===== config.mk =====
export PLATFORM = sky130hd
export DESIGN_NAME = i2cByteBuf
export DESIGN_NICKNAME = d
export VERILOG_FILES = /design/src/rtl/i2cBufPkg.sv /design/src/rtl/i2cBufCtrl.sv /design/src/rtl/i2cBufData.sv /design/src/rtl/i2cByteBuf.sv
export SDC_FILE = /design/constraint.sdc
export NUM_CORES = 1
export LEC_CHECK = 0
export BUFFER_PORTS_ARGS = -buffer_cell sky130_fd_sc_hd__buf_2
export CORE_UTILIZATION = 46
export CTS_BUF_LIST = sky130_fd_sc_hd__clkbuf_16
export DETAILED_ROUTE_END_ITERATION = 12
export PLACE_DENSITY = 0.78
export REMOVE_ABC_BUFFERS = 1
export SLEW_MARGIN = 0
export SYNTH_ARGS = -nofsm -noshare
export SYNTH_HDL_FRONTEND = slang
export SYNTH_SLANG_ARGS = --single-unit

===== constraint.sdc =====
create_clock -name clk -period 1.7 [get_ports clk]
set_clock_uncertainty 0.1 [all_clocks]
set_input_delay 0.425 -clock clk [delete_from_list [all_inputs] [get_ports clk]]
set_output_delay 0.425 -clock clk [all_outputs]
set_load 0.01 [all_outputs]

===== src/rtl/i2cBufPkg.sv =====
package i2cBufPkg;
  // Strobes from the control part to the datapath, valid for one cycle
  typedef struct packed {
    logic txWrite;   // capture processor byte
    logic txLoad;    // hand stored byte to output shifter
    logic rxStore;   // capture received byte
    logic rxOvr;     // received byte dropped
  } bufStrobes_t;
endpackage


===== src/rtl/i2cBufCtrl.sv =====
module i2cBufCtrl
  import i2cBufPkg::*;
(
  input  logic        clk,
  input  logic        rstN,
  input  logic        modEn,
  input  logic        masterMode,
  input  logic        cpuWrEn,
  input  logic        cpuRdEn,
  input  logic        addrHit,
  input  logic        rwRead,
  input  logic        rxAckBit,
  input  logic        byteDone,
  input  logic        byteStart,
  input  logic        rxValid,
  output bufStrobes_t strobes,
  output logic        txEmpty,
  output logic        rxFull
);
  logic slaveLoad, masterLoad, rdClear;

  always_comb begin
    slaveLoad  = (addrHit && rwRead) || (byteDone && !rxAckBit);
    masterLoad = byteStart && !txEmpty;
    strobes.txWrite = modEn && cpuWrEn;
    strobes.txLoad  = modEn && (masterMode ? masterLoad : slaveLoad);
    strobes.rxStore = modEn && rxValid && !rxFull;
    strobes.rxOvr   = modEn && rxValid && rxFull;
    rdClear         = modEn && cpuRdEn;
  end

  always_ff @(posedge clk) begin
    if (!rstN) begin
      txEmpty <= 1'b1;
      rxFull  <= 1'b0;
    end else begin
      if (strobes.txWrite)     txEmpty <= 1'b0;
      else if (strobes.txLoad) txEmpty <= 1'b1;
      if (strobes.rxStore)     rxFull  <= 1'b1;
      else if (rdClear)        rxFull  <= 1'b0;
    end
  end
endmodule


===== src/rtl/i2cBufData.sv =====
module i2cBufData
  import i2cBufPkg::*;
#(
  parameter int DATA_W = 8
) (
  input  logic              clk,
  input  logic              rstN,
  input  bufStrobes_t       strobes,
  input  logic [DATA_W-1:0] cpuWrData,
  input  logic [DATA_W-1:0] rxByte,
  output logic [DATA_W-1:0] rxData,
  output logic [DATA_W-1:0] shiftData,
  output logic              shiftLoad,
  output logic              rxOverrun
);
  localparam logic [DATA_W-1:0] TX_INIT = {DATA_W{1'b1}};
  logic [DATA_W-1:0] txHold;

  always_ff @(posedge clk) begin
    if (!rstN) begin
      txHold    <= TX_INIT;
      rxData    <= '0;
      shiftData <= TX_INIT;
      shiftLoad <= 1'b0;
      rxOverrun <= 1'b0;
    end else begin
      shiftLoad <= strobes.txLoad;
      rxOverrun <= strobes.rxOvr;
      if (strobes.txLoad)  shiftData <= txHold;
      if (strobes.txWrite) txHold    <= cpuWrData;
      if (strobes.rxStore) rxData    <= rxByte;
    end
  end
endmodule


===== src/rtl/i2cByteBuf.sv =====
module i2cByteBuf
  import i2cBufPkg::*;
#(
  parameter int DATA_W = 8
) (
  input  logic              clk,
  input  logic              rstN,
  input  logic              modEn,
  input  logic              masterMode,
  input  logic              cpuWrEn,
  input  logic [DATA_W-1:0] cpuWrData,
  input  logic              cpuRdEn,
  input  logic              addrHit,
  input  logic              rwRead,
  input  logic              rxAckBit,
  input  logic              byteDone,
  input  logic              byteStart,
  input  logic              rxValid,
  input  logic [DATA_W-1:0] rxByte,
  output logic              txEmpty,
  output logic              rxFull,
  output logic [DATA_W-1:0] rxData,
  output logic              shiftLoad,
  output logic [DATA_W-1:0] shiftData,
  output logic              rxOverrun
);
  bufStrobes_t strobes;

  i2cBufCtrl u_ctrl (
    .clk(clk), .rstN(rstN), .modEn(modEn), .masterMode(masterMode),
    .cpuWrEn(cpuWrEn), .cpuRdEn(cpuRdEn), .addrHit(addrHit), .rwRead(rwRead),
    .rxAckBit(rxAckBit), .byteDone(byteDone), .byteStart(byteStart),
    .rxValid(rxValid), .strobes(strobes), .txEmpty(txEmpty), .rxFull(rxFull)
  );

  i2cBufData #(.DATA_W(DATA_W)) u_data (
    .clk(clk), .rstN(rstN), .strobes(strobes), .cpuWrData(cpuWrData),
    .rxByte(rxByte), .rxData(rxData), .shiftData(shiftData),
    .shiftLoad(shiftLoad), .rxOverrun(rxOverrun)
  );
endmodule


; ---- After elaboration in Yosys (flattened, before gate mapping)
; Cells that the tools add are included.
[totals]
reg_bits = 28
input_bits = 28
[classes]
n_mux = 5
n_reduce_logical = 15
[ops]
columns = op, n
row1 = logical AND 1 bit, 9
row2 = two-way mux 1 bit, 5
row3 = nonzero test 2 bit, 2
row4 = zero test 1 bit, 3
row5 = logical OR 1 bit, 1

; ---- Logic depth before layout (Yosys ltp)
; Gate-level depths: netlist (run 1).
[depth]
word_depth = 7
mapped_depth = 4
mapped_depth_nobuf = 3

; ---- By module
; A second synthesis (run 1) with hierarchy kept.
[hier_totals]
hier_cells = 99
hier_area_um2 = 1057.3
[modules_own_cells]
columns = mod, instances, cells_each, area_per_inst_um2, seq_area_each_um2
row1 = i2cBufData, 1, 81, 922.1, 520.5
row2 = i2cBufCtrl, 1, 18, 135.1, 40.0

; ---- Worst setup path after synthesis (run 1)
; OpenSTA, ideal clock, no wires.
[synth_path]
path_kind = input -> register
from = in rxAckBit
to = reg u_data.shiftData[0]
arrival_ns = 1.154
t_required_ns = 1.528
slack_ns = 0.374
path_stages = 4
path_buffers = 1
cell_sequence = nand2b_1 -> a221oi_2 -> buf_6 -> mux2i_1
[synth_between]
elab_chain_len = 5
[synth_rtl]
columns = item, line
row1 = start: declaration, i2cByteBuf.sv:15  ; input logic rxAckBit,
row2 = zero test 1 bit, i2cBufCtrl.sv:23  ; slaveLoad = (addrHit && rwRead) || (byteDone && !rxAckBit);
row3 = logical AND 1 bit, i2cBufCtrl.sv:23
row4 = logical OR 1 bit, i2cBufCtrl.sv:23
row5 = two-way mux 1 bit, i2cBufCtrl.sv:26  ; strobes.txLoad = modEn && (masterMode ? masterLoad : slaveLoad);
row6 = logical AND 1 bit, i2cBufCtrl.sv:26
row7 = end signal: assignment, i2cBufData.sv:29  ; if (strobes.txLoad) shiftData <= txHold;
row8 = end: declaration, i2cBufData.sv:12  ; output logic [DATA_W-1:0] shiftData,
; No other way between the ends.
; A chain may end at the register's enable or synchronous reset.

; ---- Worst setup path in the final report (run 1)
[layout_path]
from = reg u_ctrl.txEmpty
to = reg u_data.shiftData[0]
[layout_between]
elab_chain_len = 4
[layout_rtl]
columns = item, line
row1 = start: declaration, i2cBufCtrl.sv:17  ; output logic txEmpty,
row2 = start signal: assignment, i2cBufCtrl.sv:34  ; txEmpty <= 1'b1;
row3 = start signal: assignment, i2cBufCtrl.sv:37  ; if (strobes.txWrite) txEmpty <= 1'b0;
row4 = start signal: assignment, i2cBufCtrl.sv:38  ; else if (strobes.txLoad) txEmpty <= 1'b1;
row5 = zero test 1 bit, i2cBufCtrl.sv:24  ; masterLoad = byteStart && !txEmpty;
row6 = logical AND 1 bit, i2cBufCtrl.sv:24
row7 = two-way mux 1 bit, i2cBufCtrl.sv:26
row8 = logical AND 1 bit, i2cBufCtrl.sv:26
; No other way between the ends.

==> impl_metrics.env, run 1 <==
export IMPL_status="finished, final reports clean"
export IMPL_cts_resized_gates=0
export IMPL_drc=0
export IMPL_antenna_found_initial=0
export IMPL_tightest_slew_ns=0.491
export IMPL_startpoint_type="register"
export IMPL_synth_distinct_cells=18
export IMPL_r2r_end="u_data.shiftData[0]"
export IMPL_grt_usage_pct=16.8
export IMPL_clockBufferDepth=2
export IMPL_die_x_um=51.3
export IMPL_synth_top_area_share_pct=50.2
export IMPL_overflow=0
export IMPL_synth_area_top_cells="dfxtp_1 50%, mux2i_1 14%, nor2b_1 13%, nand2_1 6.4%, nand3_1 3.6%"
export IMPL_synthSimpleGateAreaFrac_pct=27.7
export IMPL_synthAdderAreaFrac_pct=0
export IMPL_holdPathEnd="u_data.txHold[7]"
export IMPL_via_per_inst=4.60
export IMPL_die_y_um=51.3
export IMPL_critical_path_class="register to register"
export IMPL_yosys_register_bits=28
export IMPL_row_count=17
export IMPL_portBuffers=47
export IMPL_synth_top_family_by_area="simple AND/OR/NAND/NOR gates"
export IMPL_synthesis_area_sq_mm=0.00112
export IMPL_maxCapViolCount=0
export IMPL_period_needed_ns=1.29
export IMPL_drive_above_1_share_pct=33.8
export IMPL_fin_crit_sh_pct=75.7
export IMPL_num_vias=865
export IMPL_finalNetCount=189
export IMPL_drt_wl_total_um=2020
export IMPL_crit_arrival_ns=1.37
export IMPL_powerDensity_mw_per_mm2=960
export IMPL_worstPathMaxFanout=10
export IMPL_final_util_pct=63.9
export IMPL_placed_area_sq_mm=0.00136
export IMPL_gp_congestion=0.703
export IMPL_path_clk_slew_ns=0.06
export IMPL_endpoint_kind="register"
export IMPL_p_clk_share_pct=37.6
export IMPL_detail_route_antenna_nets=0
export IMPL_dp_cells=184
export IMPL_fin_cells=188
export IMPL_clock_sinks=28
export IMPL_grt_first_pass_wirelength_um=3160
export IMPL_dp_hpwl_um=1420
export IMPL_rsz0062_at_grt="no"
export IMPL_fp_dieArea_sq_mm=0.00263
export IMPL_holdBufCountCts=0
export IMPL_power_share_combinational_pct=11.6
export IMPL_reg2reg_depth=4
export IMPL_finalInstanceArea_sq_mm=0.00144
export IMPL_numCtsBuffers=3
export IMPL_peakVddDrop_mv=0.863
export IMPL_synth_compound_area_share_pct=3.81
export IMPL_grt_max_degree=38
export IMPL_p_seq_share_pct=50.9
export IMPL_cts_tree="done"
export IMPL_drtIter0Drc=8
export IMPL_syn_inst=114
export IMPL_detail_route_first_pass_iterations=4
export IMPL_r2r_start="u_ctrl.txEmpty"
export IMPL_muxShareOfSynthArea_pct=14.3
export IMPL_start_util_pct=49.5
export IMPL_p_int_mw=1.09
export IMPL_hold_path_cell_count=3
export IMPL_max_freq_ghz=0.777
export IMPL_p_switching_uw=296
export IMPL_synth_top_area_cell="dfxtp_1"
export IMPL_finalMaxSlewViolations=0
export IMPL_avgSynthCellArea_sq_um=9.79
export IMPL_slew_headroom_pct=67.3
export IMPL_switching_share_pct=21.4
export IMPL_cts_root_buf="clkbuf_16"
export IMPL_leakagePower_nw=0.686
export IMPL_hold_path_class="input pin to register"
export IMPL_num_io_pins=48
export IMPL_coreArea_sq_mm=0.00225
export IMPL_synth_xor_xnor_area_share_pct=0
export IMPL_reg2reg_slack_ns=0.41
export IMPL_whs_ns=0.267
export IMPL_ys_warn_count=0
export IMPL_finalSetupViolations=0
export IMPL_nFillCells=194
export IMPL_hold_viol=0
export IMPL_cts_setup_buffers=0
export IMPL_syn2layout_area_growth_pct=29.0
export IMPL_synth_seq_area_share_pct=50.2
export IMPL_critPathRequiredTime_ns=1.79
export IMPL_grt_pass1_vias=745
export IMPL_p_total_mw=1.38
export IMPL_routedWlPerCell_um=10.7
export IMPL_worst_skew_pair_late_latency_ns=0.26
export IMPL_hp_start="cpuWrData[7]"
export IMPL_htreeDepth=1
export IMPL_diodes=0
==> routing by layer <==
layer	share of wire (%)	wire length, um	vias to the layer above	GRT usage, %
met1	45	910	378	20.5
met5	0	0	-	0
met3	4.5	91	4	3.57
met4	2.7	54	0	10.8
li1	-	-	461	-
met2	48	959	22	26.8
==> how the worst max path moves through the flow <==
| stage | start | to | slack [ns] | cells past startpoint |
|---|---|---|---|---|
| after global routing | u_ctrl.txEmpty | u_data.shiftData[3] | 0.31 | 4 |
| after detailed placement | rxAckBit | u_data.shiftData[2] | 0.18 | 5 |
| after global placement | rxAckBit | u_data.shiftData[2] | 0.23 | 5 |
| after floorplan | rxAckBit | u_data.shiftData[0] | -0.006 | 3 |
| final | u_ctrl.txEmpty | u_data.shiftData[0] | 0.41 | 4 |
| after CTS | u_ctrl.txEmpty | u_data.shiftData[5] | 0.41 | 4 |
==> worst max-delay path, stage by stage, from the launching register on <==
cell      delay [ns]
dfxtp_1         0.32
nand2b_1        0.15
a221oi_2        0.21
buf_4           0.24
mux2i_1         0.20
==> final cells by class <==
cell class	count	area, sq um	area share [%]
clock buffers	3	75.1	5.21
flip-flops and latches	28	561	38.9
well taps	28	35.0	2.43
inverters	1	3.75	0.261
repair buffers	49	250	17.4
multi-input cells	78	512	35.5
clock inverters	1	3.75	0.261
==> synth_stat cells <==
cell	n
a2bb2oi_2	1
nand2_1	19
buf_4	1
clkbuf_1	3
dfxtp_1	28
mux2i_1	16
a221oi_2	1
buf_2	2
nand3_1	8
nor2b_1	24
inv_1	1
and4_1	1
nand2b_1	3
a21oi_1	1
a21boi_0	1
buf_6	1
and2_1	2
nand3b_1	1
==> logic make-up after synthesis <==
kind of cell           Yosys count
muxes                           16
buffers and inverters            8
AOI/OAI and AO/OA                4
DFF                             28
and+or+nand+nor                 58
==> cell usage in the layout (no fill, tap or decap) <==
cell type  netlist  final
nand2_1         19     19
a221oi_2         1      1
clkinv_1         0      1
clkbuf_16        0      3
nand3_1          8      8
buf_4            1      2
a2bb2oi_2        1      1
a21boi_0         1      1
inv_1            1      1
nand3b_1         1      1
and4_1           1      1
nand2b_1         3      3
nor2b_1         24     24
dfxtp_1         28     28
and2_1           2      2
mux2i_1         16     16
a21oi_1          1      1
buf_2            2     47
==> power by group through the flow <==
stage	registers, mW	logic, mW	clock network (mW)
2_1_floorplan	0.726	0.0777	0
3_3_place_gp	0.717	0.157	0
3_5_place_dp	0.718	0.160	0
4_1_cts	0.704	0.162	0.536
5_1_grt	0.706	0.178	0.559
6_report	0.703	0.160	0.519
==> stage by stage <==
step	setup slack, ns	TNS, ns
6_report	0.414	0
5_1_grt	0.305	0
4_1_cts	0.407	0
2_1_floorplan	-0.00627	-0.0502
3_3_place_gp	0.227	0
3_5_place_dp	0.182	0
==> sequential cells by signal, summed over array words and instances (netlist names) <==
signal	count
u_data.rxData	8
u_data.shiftData	8
u_data.txHold	8
u_ctrl.rxFull	1
u_ctrl.txEmpty	1
u_data.rxOverrun	1
u_data.shiftLoad	1
(Power assumes the default switching activity.)
==> run 2, diff against run 1 <==
--- a/config.mk
+++ b/config.mk
@@ -5,11 +5,12 @@
 export SDC_FILE = /design/constraint.sdc
 export NUM_CORES = 1
 export LEC_CHECK = 0
+export ABC_AREA = 1
 export BUFFER_PORTS_ARGS = -buffer_cell sky130_fd_sc_hd__buf_2
-export CORE_UTILIZATION = 46
+export CORE_UTILIZATION = 44
 export CTS_BUF_LIST = sky130_fd_sc_hd__clkbuf_16
 export DETAILED_ROUTE_END_ITERATION = 12
-export PLACE_DENSITY = 0.78
+export PLACE_DENSITY = 0.76
 export REMOVE_ABC_BUFFERS = 1
 export SLEW_MARGIN = 0
 export SYNTH_ARGS = -nofsm -noshare
==> constraint.sdc (replaced) <==
create_clock -name clk -period 1.2 [get_ports clk]
set_clock_uncertainty 0.1 [all_clocks]
set_input_delay 0.3 -clock clk [delete_from_list [all_inputs] [get_ports clk]]
set_output_delay 0.3 -clock clk [all_outputs]
set_load 0.01 [all_outputs]
==> run 2 against run 1 <==
Against the previous run:
- power up 47%
- final cell count up 9.0%
- largest cell class unchanged
- clock-buffer cell count unchanged
- register-to-register slack worse by 0.33 ns
- sequential share of layout area up 1.9 points
- global-route usage up 2.5 points
- core utilization up 2.9 points
- critical path depth down 3
- highest routed layer unchanged
==> impl_metrics.env, run 2 <==
export IMPL_status="finished, final reports clean"
export IMPL_overflow=0
export IMPL_cpMaxStageDelayCell="dfxtp_2"
export IMPL_die_x_um=49.9
export IMPL_grt_first_pass_wirelength_um=3730
export IMPL_layout_setup_ws_ns=0.0332
export IMPL_top_regs="u_data.rxData (8), u_data.shiftData (8), u_data.txHold (8)"
export IMPL_path_cells="buf_2"
export IMPL_tightest_slew_ns=0.418
export IMPL_yosys_register_bits=28
export IMPL_htreeDepth=1
export IMPL_crit_arrival_ns=0.77
export IMPL_synthSimpleGateAreaFrac_pct=35.3
export IMPL_finalMaxSlewViolations=0
export IMPL_gp_congestion=0.768
export IMPL_synth_commonest_cells="35 x nand2_1, 28 x dfxtp_1, 24 x nand3_1, 18 x nor2_1, 8 x o21ai_0"
export IMPL_cts_tree="done"
export IMPL_hold_path_class="input pin to register"
export IMPL_drive_above_1_share_pct=33.7
export IMPL_die_y_um=49.9
export IMPL_drc=0
export IMPL_via_per_inst=4.87
export IMPL_layout_common_cells="47 x buf_2, 34 x nand2_1, 27 x dfxtp_1, 24 x nand3_1, 18 x nor2_1"
export IMPL_worstPathMaxFanout=4
export IMPL_coreArea_sq_mm=0.00206
export IMPL_fin_tns_setup_ns=0
export IMPL_diodes=0
export IMPL_portBuffers=47
export IMPL_avgSynthCellArea_sq_um=7.89
export IMPL_drtIter0Drc=28
export IMPL_detail_route_antenna_nets=0
export IMPL_synthAdderAreaFrac_pct=0
export IMPL_synth_compound_area_share_pct=5.58
export IMPL_synth_area_top_cells="dfxtp_1 56%, nand2_1 13%, nand3_1 12%, nor2_1 6.7%, o21ai_0 4.0%"
export IMPL_syn2layout_area_growth_pct=36.4
export IMPL_cpPeakStageDelay_ns=0.37
export IMPL_drt_wl_total_um=2210
export IMPL_peakVddDrop_mv=0.986
export IMPL_grt_pass1_vias=901
export IMPL_startpoint_type="register"
export IMPL_grt_max_degree=28
export IMPL_clock_sinks=28
export IMPL_cp_depth=1
export IMPL_synth_most_common_cell="nand2_1"
export IMPL_routedWlPerCell_um=10.8
export IMPL_ys_warn_count=0
export IMPL_row_count=16
export IMPL_synth_ff_type="dfxtp_1"
export IMPL_clockBufferDepth=2
export IMPL_synthArstFlopShare_pct=0
export IMPL_detail_route_first_pass_iterations=4
export IMPL_period_needed_ns=1.17
export IMPL_reg2reg_slack_ns=0.08
export IMPL_grt_usage_pct=19.4
export IMPL_final_common_cell="buf_2"
export IMPL_synth_top_area_share_pct=55.5
export IMPL_num_vias=999
export IMPL_synth_seq_area_share_pct=55.5
export IMPL_critPathTopFamily="flip-flops"
export IMPL_path_clk_slew_ns=0.06
export IMPL_hold_viol=0
export IMPL_holdBufCountCts=0
export IMPL_leakagePower_nw=0.725
export IMPL_dp_hpwl_um=1630
export IMPL_maxCapViolCount=0
export IMPL_num_io_pins=48
export IMPL_fin_crit_sh_pct=97.2
export IMPL_synth_distinct_cells=14
export IMPL_synth_xor_xnor_area_share_pct=0
export IMPL_numCtsBuffers=3
export IMPL_antenna_found_initial=0
export IMPL_synth_top_area_cell="dfxtp_1"
export IMPL_worst_path_buf_inv=1
export IMPL_p_total_mw=2.03
export IMPL_fp_dieArea_sq_mm=0.00249
export IMPL_synth_edff_count=0
export IMPL_syn_inst=128
export IMPL_finalNetCount=207
export IMPL_worst_skew_pair_late_latency_ns=0.26
export IMPL_slew_headroom_pct=72.1
export IMPL_post_place_ws_ns=-0.0132
export IMPL_muxShareOfSynthArea_pct=0
export IMPL_endpoint_kind="primary output"
export IMPL_cts_root_buf="clkbuf_16"
export IMPL_critical_path_class="register to primary output"
export IMPL_critPathRequiredTime_ns=0.80
export IMPL_reg2reg_depth=6
export IMPL_finalSetupViolations=0
export IMPL_start_util_pct=49.0
export IMPL_hold_path_cell_count=3
export IMPL_synthesis_area_sq_mm=0.00101
export IMPL_powerDensity_mw_per_mm2=1470
export IMPL_max_freq_ghz=0.857
export IMPL_synth_top_family_by_area="simple AND/OR/NAND/NOR gates"
run 2: changes by cell type after synthesis, moves of 2 or more:
cell	previous run	this run
and2_1	2	0
nor2_1	0	18
nand2_1	19	35
nand3_2	0	2
mux2i_1	16	0
clkbuf_1	3	1
nor2b_1	24	0
nand2b_1	3	0
o21ai_0	0	8
nand3_1	8	24
inv_1	1	5
run 2: layout make-up:
| type | count | area (sq um) |
|---|---|---|
| sequential | 28 | 562 |
| clock buffer | 3 | 75.1 |
| fill | 186 | 684 |
| tap | 27 | 33.8 |
| timing repair buffer | 49 | 250 |
| inverter | 6 | 22.5 |
| clock inverter | 1 | 3.75 |
| multi-input combinational | 91 | 430 |
run 2: repair_timing:
action	4_1_cts	5_1_grt
pin swaps	0	1
setup buffers	0	0
gates resized for setup	1	3
endpoints found under the setup margin	1	9
run 2: metrics by stage:
| stage | instance area, sq um | util, % | hold WS, ns | cells |
|---|---|---|---|---|
| floorplan | 996 | - | 0.269 | 125 |
| global placement | 1280 | 62.1 | 0.336 | 201 |
| detailed placement | 1280 | 62.1 | 0.337 | 201 |
| CTS | 1360 | 66.0 | 0.137 | 205 |
| global route | 1380 | 66.8 | 0.136 | 205 |
| finish | 1380 | 66.8 | 0.135 | 205 |
run 2: power by group:
group / internal, mW / switching (mW)
clock: 0.445 / 0.285
sequential: 0.993 / 0.0312
combinational: 0.117 / 0.155
run 2: worst min-delay path, delay by kind of cell:
kind | cells | cell delay, ns
and+or+nand+nor | 2 | 0.09
buffers and inverters | 1 | 0.07
run 2: path summary, 6_finish.rpt:
kind / startpoint / to
max: u_ctrl.rxFull / rxFull
max reg2reg: u_ctrl.txEmpty / u_data.shiftData[1]
min reg2reg: u_data.shiftData[6] / u_data.shiftData[6]
min: cpuWrData[1] / u_data.txHold[1]
run 2: routing by layer:
metal	share of wire [%]	GRT usage, %	wire length (um)	vias to the layer above
li1	-	-	-	511
met1	42	23.8	936	453
met2	52	33.6	1140	31
met3	4.3	2.47	94	4
met4	1.4	8.57	31	0
met5	0	0	0	-
run 2: kinds of logic (layout without fill, tap and decap cells):
| logic type | Yosys count | count (layout) |
|---|---|---|
| DFF | 28 | 28 |
| AOI/OAI and AO/OA | 10 | 10 |
| and+or+nand+nor | 81 | 81 |
| buffers and inverters | 9 | 59 |
==> run 3, diff against run 2 <==
--- a/config.mk
+++ b/config.mk
@@ -10,6 +10,7 @@
 export CORE_UTILIZATION = 44
 export CTS_BUF_LIST = sky130_fd_sc_hd__clkbuf_16
 export DETAILED_ROUTE_END_ITERATION = 12
+export MAX_ROUTING_LAYER = met4
 export PLACE_DENSITY = 0.76
 export REMOVE_ABC_BUFFERS = 1
 export SLEW_MARGIN = 0
==> run 3 against run 2 <==
Against the previous run:
- die area did not move
- power barely moved
- worst hold slack barely moved
- critical path depth did not move
- final cell count did not move
- critical endpoint unchanged
- via count rose by 0.20%
- sequential cell count did not move
==> impl_metrics.env, run 3 (synthesis results as in run 2) <==
export IMPL_worst_skew_pair_late_latency_ns=0.26
export IMPL_cpMaxStageDelayCell="dfxtp_2"
export IMPL_peakVddDrop_mv=0.986
export IMPL_routedWlPerCell_um=10.8
export IMPL_max_freq_ghz=0.857
export IMPL_dp_hpwl_um=1630
export IMPL_critPathRequiredTime_ns=0.80
export IMPL_grt_max_degree=28
export IMPL_drt_wl_total_um=2210
export IMPL_drtIter0Drc=26
export IMPL_row_count=16
export IMPL_numCtsBuffers=3
export IMPL_leakagePower_nw=0.725
export IMPL_coreArea_sq_mm=0.00206
export IMPL_finalInstanceArea_sq_mm=0.00138
export IMPL_fin_crit_sh_pct=97.2
export IMPL_die_x_um=49.9
export IMPL_diodes=0
export IMPL_endpoint_kind="primary output"
export IMPL_worstPathMaxFanout=4
export IMPL_die_y_um=49.9
export IMPL_placed_area_sq_mm=0.00128
export IMPL_drc=0
export IMPL_start_util_pct=49.0
export IMPL_dp_cells=201
export IMPL_detail_route_antenna_nets=0
export IMPL_portBuffers=47
export IMPL_hold_path_class="input pin to register"
export IMPL_period_needed_ns=1.17
export IMPL_syn2layout_area_growth_pct=36.4
export IMPL_fp_dieArea_sq_mm=0.00249
export IMPL_layout_common_cells="47 x buf_2, 34 x nand2_1, 27 x dfxtp_1, 24 x nand3_1, 18 x nor2_1"
export IMPL_cts_root_buf="clkbuf_16"
export IMPL_grt_first_pass_wirelength_um=3730
export IMPL_final_common_cell="buf_2"
export IMPL_startpoint_type="register"
export IMPL_layout_area_seq_sq_um=562
export IMPL_clockBufferDepth=2
export IMPL_tightest_slew_ns=0.420
export IMPL_cts_tree="done"
export IMPL_path_cells="buf_2"
export IMPL_detail_route_first_pass_iterations=4
export IMPL_gp_congestion=0.778
export IMPL_hold_viol=0
export IMPL_fin_tns_setup_ns=0
export IMPL_finalNetCount=207
export IMPL_via_per_inst=4.88
export IMPL_clock_sinks=28
export IMPL_grt_pass1_vias=902
export IMPL_num_io_pins=48
export IMPL_path_clk_slew_ns=0.06
export IMPL_slew_headroom_pct=72.0
export IMPL_grt_usage_pct=19.9
export IMPL_post_place_ws_ns=-0.0132
export IMPL_worst_path_buf_inv=1
export IMPL_powerDensity_mw_per_mm2=1470
export IMPL_critical_path_class="register to primary output"
export IMPL_top_regs="u_data.rxData (8), u_data.shiftData (8), u_data.txHold (8)"
export IMPL_status="finished, final reports clean"
export IMPL_htreeDepth=1
export IMPL_finalSetupViolations=0
export IMPL_antenna_found_initial=0
export IMPL_multiInputGateArea_sq_um=430
export IMPL_nFillCells=186
export IMPL_critPathTopFamily="flip-flops"
export IMPL_maxCapViolCount=0
export IMPL_num_vias=1001
export IMPL_cpPeakStageDelay_ns=0.37
export IMPL_crit_arrival_ns=0.77
export IMPL_fin_cells=205
export IMPL_finalMaxSlewViolations=0
export IMPL_drive_above_1_share_pct=33.7
export IMPL_overflow=0
export IMPL_layout_setup_ws_ns=0.0331
==> run 3: power breakdown <==
part           internal, mW  switching, mW
combinational         0.117          0.155
clock                 0.445          0.285
sequential            0.993         0.0311
total                  1.56          0.471
==> run 3: layout make-up <==
| class | instances | area share, % |
|---|---|---|
| clock buffers | 3 | 5.45 |
| clock inverters | 1 | 0.272 |
| inverters | 6 | 1.63 |
| multi-input cells | 91 | 31.2 |
| flip-flops and latches | 28 | 40.8 |
| well taps | 27 | 2.45 |
| repair buffers | 49 | 18.2 |
==> run 3: through the flow <==
stage	power (mW)	hold WS (ns)	utilization [%]
floorplan	1.18	0.269	-
global placement	1.30	0.336	62.1
detailed placement	1.31	0.337	62.1
CTS	2.03	0.137	66.0
global route	2.13	0.136	66.8
finish	2.03	0.135	66.8
==> run 3: path summary, 6_finish.rpt <==
kind / slack, ns / from / cells past startpoint / endpoint
setup reg to reg: 0.07 / u_ctrl.txEmpty / 6 / u_data.shiftData[1]
hold / removal: 0.14 / cpuWrData[1] / 3 / u_data.txHold[1]
setup / recovery: 0.03 / u_ctrl.rxFull / 1 / rxFull
hold reg to reg: 0.35 / u_data.shiftData[6] / 2 / u_data.shiftData[6]
==> run 3: metal layers <==
| metal | part of all wire [%] | track usage (%) | vias to the layer above |
|---|---|---|---|
| li1 | - | - | 511 |
| met1 | 43 | 23.8 | 456 |
| met2 | 52 | 33.6 | 30 |
| met3 | 3.8 | 2.47 | 4 |
| met4 | 1.5 | 8.57 | 0 |
| met5 | 0 | - | - |
==> run 3: what timing repair did <==
action                                  in CTS  in global routing
buffers inserted                             0                  0
hold buffers                                 0                  0
pin swaps                                    0                  1
gates resized for setup                      1                  3
endpoints found under the setup margin       1                  9
